[config.mk]
export PLATFORM = sky130hd
export DESIGN_NAME = idle_wake_timer
export DESIGN_NICKNAME = d
export VERILOG_FILES = /design/src/rtl/idle_tmr_pkg.sv /design/src/rtl/idle_tmr_dp.sv /design/src/rtl/idle_tmr_ctl.sv /design/src/rtl/idle_wake_timer.sv
export SDC_FILE = /design/constraint.sdc
export NUM_CORES = 1
export LEC_CHECK = 0
export ABC_AREA = 1
export BUFFER_PORTS_ARGS = -buffer_cell sky130_fd_sc_hd__clkbuf_2
export CAP_MARGIN = 20
export CORE_MARGIN = 1
export CORE_UTILIZATION = 39
export DETAILED_ROUTE_END_ITERATION = 12
export GPL_ROUTABILITY_DRIVEN = 0
export SKIP_CTS_REPAIR_TIMING = 1
export SYNTH_ARGS = -nofsm -noshare
export SYNTH_HDL_FRONTEND = slang
export SYNTH_SLANG_ARGS = --single-unit
[constraint.sdc]
create_clock -name clk -period 3.7 [get_ports clk]
set_input_delay 0 -clock clk [delete_from_list [all_inputs] [get_ports clk]]
set_output_delay 0 -clock clk [all_outputs]
set_load 0.02 [all_outputs]
[src/rtl/idle_tmr_pkg.sv]
package idle_tmr_pkg;
  localparam int SEL_W     = 3;
  localparam int DATA_W    = SEL_W + 1;
  localparam int EN_BIT    = SEL_W;
  localparam int ENTER_BIT = 0;
  localparam int CLR_BIT   = 1;
  localparam logic ADDR_CFG = 1'b0;
  localparam logic ADDR_CMD = 1'b1;

  // control -> datapath strobes
  typedef struct packed {
    logic             tick;
    logic [SEL_W-1:0] tapSel;
  } ctlToDp_t;

  // datapath -> control strobes
  typedef struct packed {
    logic tapRoll;
    logic pendEdge;
  } dpToCtl_t;
endpackage

[src/rtl/idle_tmr_dp.sv]
module idle_tmr_dp
  import idle_tmr_pkg::*;
#(
  parameter int CNT_W       = 16,
  parameter int MIN_TAP_LOG = 12,
  parameter int NUM_TAPS    = 5,
  parameter int PEND_BIT    = 13
) (
  input  logic     clk,
  input  logic     rst_n,
  input  ctlToDp_t ctl,
  output dpToCtl_t stat
);
  localparam int SEL_MAX = NUM_TAPS - 1;
  localparam logic [SEL_W-1:0] SEL_CLAMP = SEL_W'(SEL_MAX);

  logic [CNT_W-1:0]    cnt;
  logic [NUM_TAPS-1:0] tapFull;
  logic [SEL_W-1:0]    selIdx;
  logic                rollSel;

  // free-running counter, no software access
  always_ff @(posedge clk or negedge rst_n) begin
    if (!rst_n)        cnt <= '0;
    else if (ctl.tick) cnt <= cnt + 1'b1;
  end

  // one all-ones detector per tap
  for (genvar i = 0; i < NUM_TAPS; i++) begin : g_tap
    assign tapFull[i] = &cnt[MIN_TAP_LOG+i-1:0];
  end

  // out-of-range codes fall onto the longest tap
  always_comb selIdx = (ctl.tapSel > SEL_CLAMP) ? SEL_CLAMP : ctl.tapSel;

  always_comb begin
    rollSel = 1'b0;
    for (int i = 0; i < NUM_TAPS; i++)
      if (selIdx == SEL_W'(i)) rollSel = tapFull[i];
  end

  always_comb begin
    stat.tapRoll  = ctl.tick & rollSel;
    stat.pendEdge = ctl.tick & (&cnt[PEND_BIT-1:0]);
  end
endmodule

[src/rtl/idle_tmr_ctl.sv]
module idle_tmr_ctl
  import idle_tmr_pkg::*;
(
  input  logic              clk,
  input  logic              rst_n,
  input  logic              cycTick,
  input  logic              regWr,
  input  logic              regAddr,
  input  logic [DATA_W-1:0] regData,
  input  logic              wakeReq,
  input  dpToCtl_t          stat,
  output ctlToDp_t          ctl,
  output logic              idleActive,
  output logic              irqOut,
  output logic              pendFlag,
  output logic              enterStb,
  output logic              clrStb
);
  logic [SEL_W-1:0] tapSel;
  logic             irqEn;
  logic             idleQ;
  logic             cfgWr, cmdWr, exitEvt;

  always_comb begin
    cfgWr    = regWr && (regAddr == ADDR_CFG);
    cmdWr    = regWr && (regAddr == ADDR_CMD);
    enterStb = cmdWr && regData[ENTER_BIT];
    clrStb   = cmdWr && regData[CLR_BIT];
    exitEvt  = idleQ && (wakeReq || stat.tapRoll);
  end

  always_ff @(posedge clk or negedge rst_n) begin
    if (!rst_n) begin
      tapSel <= '0;
      irqEn  <= 1'b0;
    end else if (cfgWr) begin
      tapSel <= regData[SEL_W-1:0];
      irqEn  <= regData[EN_BIT];
    end
  end

  // exit beats a same-edge enter
  always_ff @(posedge clk or negedge rst_n) begin
    if (!rst_n)        idleQ <= 1'b0;
    else if (exitEvt)  idleQ <= 1'b0;
    else if (enterStb) idleQ <= 1'b1;
  end

  // set beats a same-edge clear
  always_ff @(posedge clk or negedge rst_n) begin
    if (!rst_n)             pendFlag <= 1'b0;
    else if (stat.pendEdge) pendFlag <= 1'b1;
    else if (clrStb)        pendFlag <= 1'b0;
  end

  always_comb begin
    ctl.tick   = cycTick;
    ctl.tapSel = tapSel;
    idleActive = idleQ;
    irqOut     = irqEn & pendFlag;
  end
endmodule

[src/rtl/idle_wake_timer.sv]
module idle_wake_timer
  import idle_tmr_pkg::*;
#(
  parameter int CNT_W       = 16,
  parameter int MIN_TAP_LOG = 12,
  parameter int NUM_TAPS    = 5,
  parameter int PEND_BIT    = 13
) (
  input  logic              clk,
  input  logic              rst_n,
  input  logic              cycTick,
  input  logic              regWr,
  input  logic              regAddr,
  input  logic [DATA_W-1:0] regData,
  input  logic              wakeReq,
  output logic              idleActive,
  output logic              irqOut
);
  ctlToDp_t ctlBus;
  dpToCtl_t statBus;
  logic     pendFlag, enterStb, clrStb;

  idle_tmr_ctl u_ctl (
    .clk, .rst_n, .cycTick, .regWr, .regAddr, .regData, .wakeReq,
    .stat(statBus), .ctl(ctlBus), .idleActive, .irqOut,
    .pendFlag, .enterStb, .clrStb
  );

  idle_tmr_dp #(
    .CNT_W(CNT_W), .MIN_TAP_LOG(MIN_TAP_LOG),
    .NUM_TAPS(NUM_TAPS), .PEND_BIT(PEND_BIT)
  ) u_dp (
    .clk, .rst_n, .ctl(ctlBus), .stat(statBus)
  );
endmodule

## Yosys cells after proc, flatten, opt, wreduce, memory -nomap -nowiden

Index checks and enable logic that the tools add are counted.

| cells by class | value |
|---|---|
| add/subtract/negate cells | 1 |
| $lt $le $gt $ge | 1 |
| equality and inequality tests | 4 |
| mux-type cells | 10 |
| bitwise operators | 4 |
| reduce and logical (&&, ||, !) cells | 14 |

Operators with widths:

| cell | count |
|---|---|
| 16-bit by 1-bit adder with 16-bit output, second input constant | 1 |
| 16-bit AND reduction | 1 |
| 15-bit AND reduction | 1 |
| 14-bit AND reduction | 1 |
| 13-bit AND reduction | 1 |
| 12-bit AND reduction | 1 |
| 1-bit 2-to-1 mux | 9 |
| 3-bit by 2-bit equality test with 1-bit output, second input constant | 2 |
| 1-bit logical AND | 5 |
| 2-bit nonzero test | 2 |
| 1-bit bitwise AND | 3 |
| 3-bit by 1-bit equality test with 1-bit output, second input constant | 1 |
| 3-bit equality test, second input constant | 1 |
| 3-bit greater-than comparator, second input constant | 1 |
| 3-bit zero test | 1 |
| 3-bit 2-to-1 mux | 1 |
| 1-bit logical OR | 1 |
| 1-bit inverter | 1 |

| word-level totals | value |
|---|---|
| flip-flop bits (word level) | 22 |

## Logic depth before layout (Yosys ltp)

| depth | value |
|---|---|
| depth in word-level cells | 12 |
| gate-level depth with buffers | 8 |
| gate-level depth less buffers | 8 |

## Modules after synthesis

A second synthesis with hierarchy kept.

| unflattened totals | value |
|---|---|
| cells, all modules | 151 |
| area total of the unflattened synthesis | 1186.1 sq um |

By module, submodules not included:

| module | times used | cells each | area an instance (sq um) | sequential area each (sq um) |
|---|---|---|---|---|
| idle_tmr_dp | 1 | 115 | 902.1 | 400.4 |
| idle_tmr_ctl | 1 | 36 | 284.0 | 150.1 |

## Least setup slack after synthesis

OpenSTA, ideal clock, no wires.

| path | value |
|---|---|
| path kind | reg2reg |
| from | register u_dp.cnt[0] |
| to | register u_dp.cnt[14] |
| setup time | 0.116 ns |
| arrival time | 1.070 ns |
| required time | 3.584 ns |
| setup slack | 2.514 ns |
| cell stages (with the launch flop) | 9 |
| clock period less this slack | 1.186 ns |
| cell sequence | dfrtp_1 ha_1 nand3_1 inv_2 nand2_2 nor3_4 nand2_1 nand2_1 nand2_1 |

| on the way | value |
|---|---|
| longest elaborated chain between the ends | 1 |

Ends and longest elaborated chain:

| what | line | source |
|---|---|---|
| from (decl) | idle_tmr_dp.sv:17 | `logic [CNT_W-1:0] cnt;` |
| from (signal assigned) | idle_tmr_dp.sv:25 | `else if (ctl.tick) cnt <= cnt + 1'b1;` |
| 16-bit by 1-bit adder with 16-bit output | idle_tmr_dp.sv:25 |  |

No other way between the ends.
A chain may end at the register's enable or synchronous reset.

## Final worst setup path

| path | value |
|---|---|
| from | register u_dp.cnt[0] |
| to | register u_ctl.idleQ (netlist: u_ctl.idleActive) |

| on the way | value |
|---|---|
| longest elaborated chain between the ends | 10 |

Ends and longest elaborated chain:

| what | line | source |
|---|---|---|
| 12-bit AND reduction | idle_tmr_dp.sv:30 | `assign tapFull[i] = &cnt[MIN_TAP_LOG+i-1:0];` |
| 1-bit 2-to-1 mux (4 in series) | idle_tmr_dp.sv:39 | `if (selIdx == SEL_W'(i)) rollSel = tapFull[i];` |
| 1-bit 2-to-1 mux * | idle_tmr_dp.sv:39 |  |
| 1-bit bitwise AND * | idle_tmr_dp.sv:43 | `stat.tapRoll = ctl.tick & rollSel;` |
| 1-bit logical OR * | idle_tmr_ctl.sv:29 | `exitEvt = idleQ && (wakeReq \|\| stat.tapRoll);` |
| 1-bit logical AND * | idle_tmr_ctl.sv:29 |  |
| 1-bit 2-to-1 mux or 2-bit nonzero test (tied branches) | n/a |  |
| to (signal assigned) | idle_tmr_ctl.sv:44 | `if (!rst_n) idleQ <= 1'b0;` |
| to (signal assigned) | idle_tmr_ctl.sv:45 | `else if (exitEvt) idleQ <= 1'b0;` |
| to (signal assigned) | idle_tmr_ctl.sv:46 | `else if (enterStb) idleQ <= 1'b1;` |
| to (decl) | idle_tmr_ctl.sv:21 | `logic idleQ;` |

Every way passes the cells marked *; elsewhere a longest branch is shown, timed or not.

==> impl_metrics.toml <==
[die]
die_width_um = 55.2
die_height_um = 55.2
core_area_mm2 = 0.00257
io_pins = 12
core.rowCount = 18
dieArea_mm2 = 0.00305
initial_utilization = 0.430

[cells_and_area]
finalNetCount = 158
diodes_inserted = 0
flow.area_growth_from_synthesis_pct = 21.3
share_of_layout_cells_above_drive_strength_1 = 0.212
layout.filler_cells = 248

[placement]
dp_worst_setup_slack_ps = 2380
placement.io_buffers = 11
post-dp-hpwl_mm = 1.36

[yosys]
synthesis.nets = 133
synth_xor_area_frac = 0.0793
synth.top_cell.area_share = 0.498
synth.top_cells.by_area = "dfrtp_1 50%, nand2_1 9.9%, inv_1 6.5%, xnor2_1 4.8%, nand3_1 4.5%"
netlist_top_cells_count = "29 x nand2_1, 22 x dfrtp_1, 19 x inv_1"
post_synth_mux_area_share = 0.0306
netlist.top_cell.by_area = "dfrtp_1"
synth_adder_area_share = 0.0113
synth_top_family_by_area = "simple AND/OR/NAND/NOR gates"
synth_enable_flop_cells = 0
ys_seq_area_frac = 0.498
post_synth_num_cell_types = 21
synth_compound_area_frac = 0.0227
synthesis.area_per_instance_um2 = 9.06
synth_most_common_cell = "nand2_1"
synth.ff_latch_count = 22
synthesis.yosys.warnings = 0
netlist_area_mm2 = 0.00110
syn-instance-count = 122
asyncSetResetFlopFracSynth = 1.00
postSynth.topFlopCell = "dfrtp_1"
synth_simple_gate_area_share = 0.290

[setup_path]
critical_path.endpoint_type = "register"
worst_ep_arrival_time_ps = 2100
timing_worst_setup_path_type = "reg2reg"
start_kind = "register"
critPathMaxFanout = 4
cp_data_required_time_ps = 3890

[sta]
final_hold_viol_count = 0
setup_slack_ps = 1790
period_minus_slack_ps = 1910
setup_tns_ps = 0
min_period_over_period = 0.516
final.setup_skew_ps = 2.67
finalSetupViolCount = 0
timing.fmax_mhz = 524
finalHoldWorstSlack_ps = 11.1
worst_pin_slew_ps = 547
max-slew-margin-rel = 0.635
final_max_slew_viol_count = 0
grt_setup_unrepaired = "no"

[clock_tree]
clock_tree_from_tritoncts = "yes"
cts_made_buffers = 3
cts.root.buffer_cell = "clkbuf_4"
cts.htree.levels = 1
tritoncts_num_sinks = 22
clock_latency_ps = 300
clkTransAtPathRegs_ps = 120
cts_buffer_depth = 2

[power_and_ir_drop]
vdd.ir_drop.worst_uv = 291
powerDensity_mw_per_mm2 = 487
leakage_power_nw = 0.697

[route]
routed-via-count = 821
drt_drc_violations_left = 0
final_antenna_net_count = 0
post_drt_via_cell_ratio = 4.66
detailedRoute.firstPassIterationCount = 4
finalWirelength_mm = 1.78
dr.first_iter.drc_count = 16
routedWlPerCell_um = 10.1

[global_route]
grt_pass1_wl_mm = 3.25
grt_pass1_vias = 764
grt_usage = 0.131
global_route_congestion_overflow_total = 0
antenna_found_initial = 0
grt_max_degree = 23

[job]
max-cap-violations = 0

[worst_hold_path]
min_path_type = "in2reg"

[outcome]
run_status = "finished, final reports clean"
-- through the flow --
step	util	cell area, um^2	power, mW	std cells
2_1_floorplan	-	1100	0.434	122
3_3_place_gp	0.466	1200	0.465	163
3_5_place_dp	0.466	1200	0.471	163
4_1_cts	0.487	1250	0.656	167
5_1_grt	0.522	1340	0.699	176
6_report	0.522	1340	0.653	176
-- logic make-up after synthesis --
kind of cell    Yosys count
simple gates             61
flops                    22
buf+inv                  20
xor+xnor                 10
compound gates            5
mux                       3
fa+ha+maj                 1
-- where the power goes --
part | switching, mW | total (mW) | internal (mW)
combinational | 0.0694 | 0.135 | 0.0656
sequential | 0.0497 | 0.338 | 0.288
clock | 0.0708 | 0.180 | 0.109
-- cell usage in the layout (no fill, tap or decap), drive strengths merged --
| cell type | n |
|---|---|
| nand4 | 2 |
| nor2 | 10 |
| mux2 | 3 |
| ha | 1 |
| inv | 20 |
| nand2 | 33 |
| clkbuf | 14 |
| nand3 | 12 |
| dlygate4sd3 | 9 |
| a21oi | 2 |
| xnor2 | 6 |
| nor3b | 1 |
| bufinv | 1 |
| nor3 | 1 |
| or2 | 2 |
| dfrtp | 22 |
| xor2 | 4 |
| o21ai | 3 |
-- path summary, 6_finish.rpt --
check / slack (ps) / to / cells past startpoint / startpoint
min in group asynchronous: 200 / u_dp.cnt[5]$_DFFE_PN0P_ / 2 / rst_n
worst max register to register: 1790 / u_ctl.idleActive$_DFFE_PN0P_ / 9 / u_dp.cnt[0]$_DFFE_PN0P_
worst min register to register: 490 / u_dp.cnt[14]$_DFFE_PN0P_ / 2 / u_dp.cnt[14]$_DFFE_PN0P_
worst max-delay path: 1790 / u_ctl.idleActive$_DFFE_PN0P_ / 9 / u_dp.cnt[0]$_DFFE_PN0P_
worst min-delay path: 10 / u_ctl.pendFlag$_DFFE_PN0P_ / 4 / regAddr
max in group asynchronous: 3140 / u_ctl.tapSel[0]$_DFFE_PN0P_ / 2 / rst_n
-- per-layer routing --
layer	GRT usage	vias to the layer above	wire, um
met5	0	-	0
met3	0.0234	2	39
met4	0.0429	0	19
li1	-	423	-
met2	0.210	9	788
met1	0.181	387	933
-- critical path, cell delays in order (launching register included) --
cell	delay (ps)
dfrtp_1	420
ha_1	180
nand3_1	90
inv_2	90
nand3_2	90
nor2_1	170
nand3_1	100
nand2_1	70
nand2_1	40
dlygate4sd3_1	540
-- area by class of cell --
cell class / instances / area [um^2] / share of cell area
repair buffers: 20 / 145 / 0.108
well taps: 30 / 37.5 / 0.0280
inverters: 20 / 75.1 / 0.0560
clock buffers: 3 / 22.5 / 0.0168
multi-input cells: 80 / 479 / 0.358
flip-flops and latches: 22 / 551 / 0.411
clock inverters: 1 / 30.0 / 0.0224
-- state kept, by name (all words and copies together), names as in the netlist --
name and cells:
u_dp.cnt 16, u_ctl.irqEn 1, u_ctl.tapSel 3, u_ctl.pendFlag 1, u_ctl.idleActive 1
Power figures use the tool's default switching activity.
